===== src/rtl/wo_gate_pkg.sv =====
// Shared definitions for the weak ordering issue gate.
// Assumes: the kind bit is 0 for data and 1 for synchronization.
package wo_gate_pkg;
    typedef enum logic {
        OP_DATA = 1'b0,
        OP_SYNC = 1'b1
    } op_kind_e;
endpackage


===== src/rtl/wo_outstanding_ctr.sv =====
// Counter of data operations issued but not yet completed.
// Assumes: inc is never raised while at_max is high. A dec while the
// count is zero is dropped, because the operation it names does not exist.
module wo_outstanding_ctr #(
    parameter int CNT_MAX = 15,
    parameter int CNT_W   = $clog2(CNT_MAX + 1)
) (
    input  logic             clk,
    input  logic             rst_n,
    input  logic             inc,
    input  logic             dec,
    output logic [CNT_W-1:0] cnt_q,
    output logic             at_zero,
    output logic             at_max
);
    localparam logic [CNT_W-1:0] LIMIT = CNT_W'(CNT_MAX);
    localparam logic [CNT_W-1:0] ONE   = CNT_W'(1);

    logic dec_ok;

    // Keep only the decrements that have a matching outstanding operation.
    always_comb dec_ok = dec && (cnt_q != '0);

    // Step the count; an increment and a decrement in one cycle cancel.
    always_ff @(posedge clk) begin
        if (!rst_n) begin
            cnt_q <= '0;
        end else if (inc && !dec_ok) begin
            cnt_q <= cnt_q + ONE;
        end else if (!inc && dec_ok) begin
            cnt_q <= cnt_q - ONE;
        end
    end

    // Flag the two boundaries that the issue decision looks at.
    always_comb begin
        at_zero = (cnt_q == '0);
        at_max  = (cnt_q == LIMIT);
    end
endmodule


===== src/rtl/wo_sync_lock.sv =====
// Lock that is held from the issue of a synchronization operation until
// its completion.
// Assumes: set and clr never come in the same cycle, because a
// synchronization cannot issue while the lock is held.
module wo_sync_lock (
    input  logic clk,
    input  logic rst_n,
    input  logic set,
    input  logic clr,
    output logic pend_q
);
    // Take the lock on a synchronization issue and release it on its completion.
    always_ff @(posedge clk) begin
        if (!rst_n) begin
            pend_q <= 1'b0;
        end else if (set) begin
            pend_q <= 1'b1;
        end else if (clr) begin
            pend_q <= 1'b0;
        end
    end
endmodule


===== src/rtl/wo_issue_arbiter.sv =====
// Combinational decision: may the head operation go this cycle?
// Assumes: the head stays stable until it is accepted. Nothing is buffered,
// so a refused head stalls the whole queue.
module wo_issue_arbiter
    import wo_gate_pkg::*;
(
    input  logic     req_valid,
    input  op_kind_e req_kind,
    input  logic     cnt_zero,
    input  logic     cnt_full,
    input  logic     sync_pend,
    output logic     grant,
    output logic     fire_data,
    output logic     fire_sync
);
    // A held lock blocks both kinds. Otherwise a data operation needs room
    // in the count, and a synchronization needs the count drained to zero.
    always_comb begin
        if (sync_pend) begin
            grant = 1'b0;
        end else if (req_kind == OP_SYNC) begin
            grant = cnt_zero;
        end else begin
            grant = !cnt_full;
        end
        fire_data = req_valid && grant && (req_kind == OP_DATA);
        fire_sync = req_valid && grant && (req_kind == OP_SYNC);
    end
endmodule


===== src/rtl/wo_issue_gate.sv =====
// Weak ordering issue gate. Data operations go out freely up to CNT_MAX
// outstanding. A synchronization operation waits for the data count to
// reach zero, then blocks every later operation until it completes.
// Assumes: the request side holds valid and kind stable until ready, and
// the memory system reports exactly one completion per issued operation.
module wo_issue_gate
    import wo_gate_pkg::*;
#(
    parameter int CNT_MAX = 15
) (
    input  logic clk,
    input  logic rst_n,
    input  logic req_valid,
    input  logic req_is_sync,
    output logic req_ready,
    output logic iss_valid,
    output logic iss_is_sync,
    input  logic cmp_valid,
    input  logic cmp_is_sync
);
    localparam int CNT_W = $clog2(CNT_MAX + 1);

    op_kind_e          req_kind;
    op_kind_e          cmp_kind;
    logic              grant;
    logic              fire_data;
    logic              fire_sync;
    logic              cmp_data;
    logic              cmp_sync;
    logic              cnt_zero;
    logic              cnt_full;
    logic              sync_pend;
    logic [CNT_W-1:0]  cnt_now;

    // Turn the raw kind bits into typed values and split completions by kind.
    always_comb begin
        req_kind = op_kind_e'(req_is_sync);
        cmp_kind = op_kind_e'(cmp_is_sync);
        cmp_data = cmp_valid && (cmp_kind == OP_DATA);
        cmp_sync = cmp_valid && (cmp_kind == OP_SYNC) && sync_pend;
    end

    wo_issue_arbiter u_arb (
        .req_valid (req_valid),
        .req_kind  (req_kind),
        .cnt_zero  (cnt_zero),
        .cnt_full  (cnt_full),
        .sync_pend (sync_pend),
        .grant     (grant),
        .fire_data (fire_data),
        .fire_sync (fire_sync)
    );

    wo_outstanding_ctr #(
        .CNT_MAX (CNT_MAX),
        .CNT_W   (CNT_W)
    ) u_ctr (
        .clk     (clk),
        .rst_n   (rst_n),
        .inc     (fire_data),
        .dec     (cmp_data),
        .cnt_q   (cnt_now),
        .at_zero (cnt_zero),
        .at_max  (cnt_full)
    );

    wo_sync_lock u_lock (
        .clk    (clk),
        .rst_n  (rst_n),
        .set    (fire_sync),
        .clr    (cmp_sync),
        .pend_q (sync_pend)
    );

    // Drive the handshake and the issue outputs from the grant.
    always_comb begin
        req_ready   = grant;
        iss_valid   = fire_data || fire_sync;
        iss_is_sync = fire_sync;
    end
endmodule


===== config.mk =====
export PLATFORM = sky130hd
export DESIGN_NAME = wo_issue_gate
export DESIGN_NICKNAME = d
export VERILOG_FILES = /design/src/rtl/wo_gate_pkg.sv /design/src/rtl/wo_outstanding_ctr.sv /design/src/rtl/wo_sync_lock.sv /design/src/rtl/wo_issue_arbiter.sv /design/src/rtl/wo_issue_gate.sv
export SDC_FILE = /design/constraint.sdc
export NUM_CORES = 1
export LEC_CHECK = 0
export BUFFER_PORTS_ARGS = -buffer_cell sky130_fd_sc_hd__buf_2
export CAP_MARGIN = 0
export CORE_AREA = 2 2 39 41
export DETAILED_ROUTE_END_ITERATION = 10
export DIE_AREA = 0 0 41 43
export PLACE_DENSITY_LB_ADDON = 0.25
export SLEW_MARGIN = 20
export SYNTH_ARGS = -nofsm -noshare
export SYNTH_HDL_FRONTEND = slang
export SYNTH_HIERARCHICAL = 1
export SYNTH_SLANG_ARGS = --single-unit

===== constraint.sdc =====
create_clock -name clk -period 3.4 [get_ports clk]
set_input_delay 0.34 -clock clk [delete_from_list [all_inputs] [get_ports clk]]
set_output_delay 0.34 -clock clk [all_outputs]
set_load 0.02 [all_outputs]

==> Word-level counts from Yosys, hierarchy flattened <==
Index checks and enable logic that the tools add are counted.
{ "classes": {"n_bitwise": 2, "n_reduce_logical": 17, "mux": 6, "eq_ne": 1, "n_addsub": 2} }
{ "op_table": {"columns": ["op", "count"], "rows": [
  ["logical AND 1 bit", 9],
  ["2-to-1 mux 4 bit", 2],
  ["adder 4 x 1 -> 4 bit (second input constant)", 1],
  ["== test 4 bit (second input constant)", 1],
  ["zero test 4 bit", 1],
  ["2-to-1 mux 1 bit", 4],
  ["nonzero test 2 bit", 2],
  ["nonzero test 4 bit", 1],
  ["subtractor 4 x 1 -> 4 bit (second input constant)", 1],
  ["zero test 1 bit", 3],
  ["inverter 1 bit", 2],
  ["logical OR 1 bit", 1]
]} }
{ "word_totals": {"regBits": 5, "input_bits": 6, "output_inout_bits": 3, "wordCells": 30} }

==> Longest topological paths before layout <==
Gate-level depths: netlist (run 1).
{ "logic_depth": {"word_depth": 10, "ltp_mapped": 10, "mapped_depth_nobuf": 10} }

==> Cells and area by module <==
The synthesis (run 1) kept the hierarchy.
{ "modules_own_cells": {"columns": ["mod", "cells_each", "n_inst", "seq_area_each_um2", "area_per_inst_um2"], "rows": [
  ["wo_outstanding_ctr", 29, 1, 80.1, 271.5],
  ["wo_sync_lock", 3, 1, 20.0, 41.3],
  ["wo_issue_arbiter", 6, 1, 0.0, 32.5],
  ["wo_issue_gate", 3, 1, 0.0, 22.5]
]} }

==> Least setup slack after synthesis (run 1) <==
No wires, ideal clock.
{ "synth_timing": {"kind": "register -> register", "start": "reg u_ctr.cnt_q[0]", "end": "reg u_ctr.cnt_q[3]", "path_slack_ns": 1.253, "path_stages_with_launch": 11, "period_less_slack_ns": 2.147, "setup_ns": 0.072, "t_required_ns": 3.328, "path_buffers": 0, "arrival_time_ns": 2.075, "cell_sequence": "dfxtp_1 -> and4_2 -> or2_1 -> nor2_1 -> ha_1 -> inv_1 -> ha_1 -> a21oi_1 -> a211oi_1 -> a31oi_1 -> mux2i_1"} }
{ "synth_via": {"elab_chain_cells": 9, "word_cells_on_any_way": 18, "classes_between": "2 x add/sub; 1 x eq/ne; 4 x mux; 11 x reduce/logical"} }
{ "synth_lines": {"columns": ["element", "line", "source"], "rows": [
  ["from (decl)", "wo_outstanding_ctr.sv:12", "output logic [CNT_W-1:0] cnt_q,"],
  ["from (signal assigned)", "wo_outstanding_ctr.sv:29", "cnt_q <= cnt_q + ONE;"],
  ["from (signal assigned)", "wo_outstanding_ctr.sv:31", "cnt_q <= cnt_q - ONE;"],
  ["== test 4 bit *", "wo_outstanding_ctr.sv:38", "at_max = (cnt_q == LIMIT);"],
  ["named net cnt_full", "wo_issue_gate.sv:31", "logic cnt_full;"],
  ["zero test 1 bit *", "wo_issue_arbiter.sv:24", "grant = !cnt_full;"],
  ["2-to-1 mux 1 bit *", "wo_issue_arbiter.sv:21", "end else if (req_kind == OP_SYNC) begin"],
  ["2-to-1 mux 1 bit *", "wo_issue_arbiter.sv:19", "if (sync_pend) begin"],
  ["logical AND 1 bit * (2 in a row)", "wo_issue_arbiter.sv:26", "fire_data = req_valid && grant && (req_kind == OP_DATA);"],
  ["named net fire_data", "wo_issue_gate.sv:26", "logic fire_data;"],
  ["zero test 1 bit", "wo_outstanding_ctr.sv:30", "end else if (!inc && dec_ok) begin"],
  ["logical AND 1 bit", "wo_outstanding_ctr.sv:30", null],
  ["nonzero test 2 bit (no source line)", null, null]
]} }
The timed path passes the listed nets; every way through them passes the cells marked *. The select of a mux whose other input is x is not followed.
A chain may end at the register's enable or synchronous reset.

==> Worst setup path in the final report (run 1) <==
Ends and elaborated chain as after synthesis.

==> results.rst, run 1 <==
.. list-table::
   :header-rows: 1

   * - Metric
     - Value
   * - Clock network fraction of design power
     - 0.170
   * - Reported leakage power
     - 0.203 nW
   * - Final Worst Setup Slack
     - 1050 ps
   * - Tmin final
     - 2350 ps
   * - Filler instances
     - 167
   * - Number of nets in the layout
     - 63
   * - Achievable clock frequency
     - 426 MHz
   * - Internal power component
     - 0.233 mW
   * - Gate Count Post-Synth
     - 41
   * - Max-cap violations
     - 0
   * - Setup Slack @ Placement
     - 1040 ps
   * - Worst path cell trace
     - and4_2 > or2_1 > nor2_1 > ha_1 > inv_1 > ha_1 > a21oi_1 > a211oi_1 > a31oi_1 > mux2i_1
   * - Synth cell count leaders
     - 5 x sky130_fd_sc_hd__dfxtp_1, 3 x sky130_fd_sc_hd__ha_1, 3 x sky130_fd_sc_hd__nand2_1, 3 x sky130_fd_sc_hd__nand2b_1, 3 x sky130_fd_sc_hd__nor2_1
   * - Critical path class
     - flip-flop to flip-flop
   * - Detail Route Antenna Nets
     - 0
   * - Post-synthesis cell type with the largest combined area
     - sky130_fd_sc_hd__dfxtp_1
   * - Most used flip-flop cell after synthesis
     - sky130_fd_sc_hd__dfxtp_1
   * - Count of input and output buffers
     - 8
   * - TritonCTS clock tree
     - yes
   * - Count of flip-flops with a built-in enable after synthesis
     - 0
   * - Max Slew Vio Count
     - 0
   * - Routed length per placed instance
     - 8.97 um
   * - Part of the power in combinational logic
     - 0.527
   * - Antenna diodes
     - 0
   * - Layout Area Growth over Synthesis
     - 22.1%
   * - Die height
     - 43 um
   * - Largest net degree at the start of global routing
     - 7
   * - Overall track demand over capacity in global routing
     - 0.0946
   * - FFs w/ async S/R, synth
     - 0
   * - Top-Level Pins
     - 9
   * - Sequential cell area fraction in the yosys report
     - 0.272
   * - Final sum of negative setup slack
     - 0 ps
   * - Initial standard-cell utilization of the core
     - 0.266
   * - Clk pin slew, worst setup/hold paths
     - 40 ps
   * - Total of endpoints with negative setup slack in the final report
     - 0
   * - Sw frac
     - 0.400
   * - Count of cell types in the netlist
     - 25
   * - Cells resized by post-CTS repair
     - 0
   * - CP Data Required Time
     - 3570 ps
   * - Drt first pass iters
     - 1
   * - Maximum fanout encountered on the critical timing path
     - 5
   * - Placer's final routability congestion estimate
     - 0.714
   * - Remaining DRCs
     - 0
   * - Max incr delay on CP
     - 360 ps
   * - Vias after detailed routing
     - 303
   * - Hold Fails Final Rpt
     - 0
   * - Clock Sink Count
     - 5
   * - Number of violations reported at the end of detailed-routing iteration 0
     - 0
   * - Max-Slew Margin vs Limit
     - 0.780
   * - Hpwl dp
     - 505 um
   * - Top-count cell post-synth
     - sky130_fd_sc_hd__dfxtp_1
   * - RSZ-0062 raised after global routing
     - false
   * - Per-instance average area after synthesis
     - 8.97 sq um
   * - Global-route wire length before repair
     - 1120 um
   * - Critical Path End Type
     - flip-flop
   * - Most repeated library cell on the critical path
     - sky130_fd_sc_hd__ha_1
   * - Die footprint
     - 1760 sq um
   * - Power per standard cell area
     - 866 nW/um^2
   * - Clock root buffer
     - sky130_fd_sc_hd__clkbuf_4
   * - H-tree levels
     - 1
   * - TritonCTS Buffers
     - 3
   * - Buffer count from post-CTS setup fixing
     - 0
   * - Share of the synthesized area in the top cell type
     - 0.272
   * - Core region area
     - 1380 sq um
   * - Overall overflow remaining after global route
     - 0
   * - Clock tree buffer depth
     - 2
   * - Synth warnings
     - 6
   * - Die outline width
     - 41 um
   * - Synthesized netlist net count
     - 51
   * - Core Rows
     - 14
   * - Flip-flop and latch count after synthesis
     - 5
   * - Total wire length after detailed routing
     - 610 um
   * - Clk Latency, worst-skew pair
     - 240 ps
   * - Highest ir drop seen on vdd
     - 302 uV
   * - Status
     - completed
   * - Area of the mapped netlist
     - 368 sq um
   * - Share of final-layout standard cells stronger than drive strength 1
     - 0.308
   * - Transition at the pin with the smallest max-transition slack
     - 327 ps
   * - Post-Route Skew
     - 0.105 ps
   * - Hold Crit Class
     - input pin to flip-flop
   * - Switching power
     - 0.156 mW
   * - Number of buffers inserted by hold repair at cts
     - 0
   * - Part of the total power dissipated in sequential elements
     - 0.302
   * - Leading cell types by total area after synthesis
     - sky130_fd_sc_hd__dfxtp_1 27%, sky130_fd_sc_hd__ha_1 10%, sky130_fd_sc_hd__fa_1 5.4%
   * - Startpoint type of the worst setup path
     - flip-flop
   * - Antenna violations before repair
     - 0
   * - Portion of the clock cycle consumed by the worst path in the final layout
     - 0.691
   * - Data arrival at the endpoint of the critical path
     - 2520 ps
   * - Via density per instance
     - 4.46
   * - Vias in the first global route
     - 289
   * - Slowest cell on crit path
     - sky130_fd_sc_hd__dfxtp_1
==> cells by family (layout without fill, tap and decap cells) <==
logic type	count (synthesis)	count (layout)	share of synthesized area
simple gates	20	20	0.337
compound gates	6	6	0.109
flops	5	5	0.272
fa+ha+maj	4	4	0.156
xor+xnor	2	2	0.0476
mux	2	2	0.0544
buf+inv	2	13	0.0238
==> final timing paths <==
check	depth (start not counted)	slack [ps]	start	end
worst min-delay path	2	370	rst_n	u_lock/pend_q
worst max-delay path	10	1050	u_ctr/cnt_q[0]	u_ctr/cnt_q[3]
worst min register to register	2	490	u_ctr/cnt_q[3]	u_ctr/cnt_q[3]
worst max register to register	10	1050	u_ctr/cnt_q[0]	u_ctr/cnt_q[3]
==> layer usage <==
metal	global-route usage	routed length, um	part of all wire
met2	0.116	294	0.48
met5	0	0	0
met1	0.136	308	0.50
met3	0.0157	7	0.011
met4	0.0800	0	0
==> flip-flops by register name (all words and copies together) (netlist names) <==
name	count
u_lock/pend_q	1
u_ctr/cnt_q	4
==> power groups by stage <==
stage | Sequential [mW] | Clock [mW] | Combinational (mW)
floorplan | 0.110 | 0 | 0.169
global placement | 0.117 | 0 | 0.209
detailed placement | 0.119 | 0 | 0.206
CTS | 0.118 | 0.0705 | 0.209
global route | 0.124 | 0.0786 | 0.233
finish | 0.118 | 0.0663 | 0.205
==> critical path, delay by kind of cell, from the launching register on <==
kind            cells  cell delay, ps
fa+ha+maj           2             510
mux                 1             200
compound gates      3             520
flops               1             360
simple gates        3             610
buf+inv             1              90
==> cell type report <==
cell class	instances	area, sq um	area share
Clock buffer	4	26.3	0.0585
Inverter	1	3.75	0.00836
Multi-Input combinational cell	34	259	0.577
Sequential cell	5	100	0.223
Tap cell	16	20.0	0.0446
Timing Repair Buffer	8	40.0	0.0891
==> cells in the final DEF (no fill, tap or decap), types with 2 or more instances in the layout <==
master	count
sky130_fd_sc_hd__and2_1	2
sky130_fd_sc_hd__buf_2	8
sky130_fd_sc_hd__clkbuf_4	3
sky130_fd_sc_hd__dfxtp_1	5
sky130_fd_sc_hd__ha_1	3
sky130_fd_sc_hd__mux2i_1	2
sky130_fd_sc_hd__nand2_1	3
sky130_fd_sc_hd__nand2b_1	3
sky130_fd_sc_hd__nor2_1	3
sky130_fd_sc_hd__or2_1	2
sky130_fd_sc_hd__xnor2_1	2
==> through the flow <==
| stage | cells | instance area, sq um | util | hold WS, ps | total power, mW |
|---|---|---|---|---|---|
| 2_1_floorplan | 41 | 368 | - | 454 | 0.279 |
| 3_3_place_gp | 64 | 423 | 0.306 | 481 | 0.326 |
| 3_5_place_dp | 64 | 423 | 0.306 | 482 | 0.325 |
| 4_1_cts | 68 | 449 | 0.325 | 368 | 0.397 |
| 5_1_grt | 68 | 449 | 0.325 | 364 | 0.435 |
| 6_report | 68 | 449 | 0.325 | 374 | 0.389 |
(Power assumes the default switching activity.)
==> run 2, diff against run 1 <==
==> constraint.sdc (replaced) <==
create_clock -name clk -period 2.46 [get_ports clk]
set_input_delay 0.246 -clock clk [delete_from_list [all_inputs] [get_ports clk]]
set_output_delay 0.246 -clock clk [all_outputs]
set_load 0.02 [all_outputs]
==> run 2 against run 1 <==
  * Total power grew 41%
  * Critical path depth is the same
  * Flip-flop and latch count is the same
  * Design area grew 1.7%
  * Setup slack lost 860 ps
  * Clock skew grew 1.5 ps
  * Routed wire length grew 4.8%
  * Fmax grew 3.6%
  * First-iteration DRC count grew 8
  * Combinational power grew 48%
  * Critical path type unchanged
  * Critical endpoint unchanged
  * Highest routed layer is now met4
==> results.rst, run 2 (synthesis results as in run 1) <==
.. list-table::
   :header-rows: 1

   * - Metric
     - Value
   * - Status
     - completed
   * - Clock Sink Count
     - 5
   * - Initial standard-cell utilization of the core
     - 0.266
   * - Largest registers
     - u_ctr/cnt_q (4), u_lock/pend_q (1)
   * - Die height
     - 43 um
   * - Overall track demand over capacity in global routing
     - 0.0958
   * - Remaining DRCs
     - 0
   * - Setup Slack @ Placement
     - 182 ps
   * - Via density per instance
     - 4.49
   * - Clock root buffer
     - sky130_fd_sc_hd__clkbuf_4
   * - Cells resized by post-CTS repair
     - 0
   * - TritonCTS Buffers
     - 3
   * - Largest register FFs
     - 4
   * - Post-Route Skew
     - 1.59 ps
   * - Worst path cell trace
     - and4_2 > or2_1 > nor2_1 > ha_1 > inv_1 > ha_1 > a21oi_1 > a211oi_1 > a31oi_1 > mux2i_1
   * - Overall overflow remaining after global route
     - 0
   * - Die footprint
     - 1760 sq um
   * - Buffer count from post-CTS setup fixing
     - 0
   * - H-tree levels
     - 1
   * - Power per standard cell area
     - 1200 nW/um^2
   * - Busiest layer in global routing
     - met2
   * - Register name with the most flops
     - u_ctr/cnt_q
   * - GR Layer Usage met2
     - 0.131
   * - Max-Slew Margin vs Limit
     - 0.813
   * - Flop-to-flop setup slack
     - 190 ps
   * - Antenna violations before repair
     - 0
   * - Number of buffers inserted by hold repair at cts
     - 0
   * - Portion of the clock cycle consumed by the worst path in the final layout
     - 0.922
   * - Startpoint type of the worst setup path
     - flip-flop
   * - Core Rows
     - 14
   * - Core region area
     - 1380 sq um
   * - Top-Level Pins
     - 9
   * - Slowest cell on crit path
     - sky130_fd_sc_hd__dfxtp_1
   * - Total of endpoints with negative setup slack in the final report
     - 0
   * - Max incr delay on CP
     - 360 ps
   * - Share of the core filled with cells in the final layout
     - 0.330
   * - Clock tree buffer depth
     - 2
   * - Tmin final
     - 2270 ps
   * - Achievable clock frequency
     - 441 MHz
   * - CP Data Required Time
     - 2630 ps
   * - Share of final-layout standard cells stronger than drive strength 1
     - 0.321
   * - Routed length per placed instance
     - 9.26 um
   * - Final Power
     - 0.550 mW
   * - Critical path class
     - flip-flop to flip-flop
   * - Final sum of negative setup slack
     - 0 ps
   * - Hold Fails Final Rpt
     - 0
   * - TritonCTS clock tree
     - yes
   * - Die outline width
     - 41 um
   * - Critical Path End Type
     - flip-flop
   * - Met3 Track Usage GR
     - 0.0314
   * - Largest net degree at the start of global routing
     - 7
   * - Count of input and output buffers
     - 8
   * - Max-cap violations
     - 0
   * - Global-route wire length before repair
     - 1100 um
   * - Transition at the pin with the smallest max-transition slack
     - 278 ps
   * - Data arrival at the endpoint of the critical path
     - 2440 ps
   * - Detail Route Antenna Nets
     - 0
   * - Vias in the first global route
     - 291
   * - Max Slew Vio Count
     - 0
   * - Clk pin slew, worst setup/hold paths
     - 40 ps
   * - Final worst hold slack
     - 283 ps
   * - Most frequent standard cell in the layout excluding fill and tap cells
     - sky130_fd_sc_hd__buf_2
   * - Number of nets in the layout
     - 64
   * - RSZ-0062 raised after global routing
     - false
   * - Hold Crit Class
     - input pin to flip-flop
   * - Hpwl dp
     - 509 um
   * - Drt first pass iters
     - 4
   * - Layout Area Growth over Synthesis
     - 24.1%
   * - Reported leakage power
     - 0.208 nW
   * - Commonest cells after routing, fill and taps aside
     - 8 x sky130_fd_sc_hd__buf_2, 5 x sky130_fd_sc_hd__dfxtp_1
   * - Most repeated library cell on the critical path
     - sky130_fd_sc_hd__ha_1
   * - Final Worst Setup Slack
     - 191 ps
   * - Number of violations reported at the end of detailed-routing iteration 0
     - 8
   * - Maximum fanout encountered on the critical timing path
     - 5
   * - GR Util met1
     - 0.114
   * - Clk Latency, worst-skew pair
     - 240 ps
   * - Placer's final routability congestion estimate
     - 0.751
   * - Vias after detailed routing
     - 310
   * - Antenna diodes
     - 0
   * - Total wire length after detailed routing
     - 639 um
   * - Highest ir drop seen on vdd
     - 358 uV
-- run 2: worst paths after layout --
| check | start | depth (start not counted) | end |
|---|---|---|---|
| worst max register to register | u_ctr/cnt_q[1] | 10 | u_ctr/cnt_q[3] |
| worst min register to register | u_ctr/cnt_q[3] | 2 | u_ctr/cnt_q[3] |
| worst min-delay path | rst_n | 2 | u_lock/pend_q |
| worst max-delay path | u_ctr/cnt_q[1] | 10 | u_ctr/cnt_q[3] |
-- run 2: final cells by class --
type                            count  area [sq um]
Sequential cell                     5           100
Multi-Input combinational cell     34           259
Fill cell                         154           927
Timing Repair Buffer                9          47.5
Tap cell                           16          20.0
Inverter                            1          3.75
Clock buffer                        4          26.3
-- run 2: critical path, delay by kind of cell, from the launching register on --
| kind | cells | cell delay [ps] |
|---|---|---|
| and+or+nand+nor | 3 | 570 |
| DFF | 1 | 360 |
| muxes | 1 | 200 |
| AOI/OAI and AO/OA | 3 | 470 |
| adders and majority gates | 2 | 510 |
| buffers and inverters | 1 | 100 |
-- run 2: power breakdown --
part	internal [mW]	switching [mW]	leakage (nW)
Sequential	0.118	0.0350	0.0411
Clock	0.0612	0.0323	0.0150
Combinational	0.151	0.152	0.152
Total	0.331	0.219	0.208
-- run 2: through the flow --
stage	instance area, sq um	cells
2_1_floorplan	368	41
3_3_place_gp	430	65
3_5_place_dp	430	65
4_1_cts	457	69
5_1_grt	457	69
6_report	457	69
-- run 2: per-layer routing --
layer | wire [um] | vias to the layer above
li1 | - | 169
met5 | 0 | -
met4 | 21 | 0
met2 | 305 | 6
met1 | 294 | 133
met3 | 18 | 2
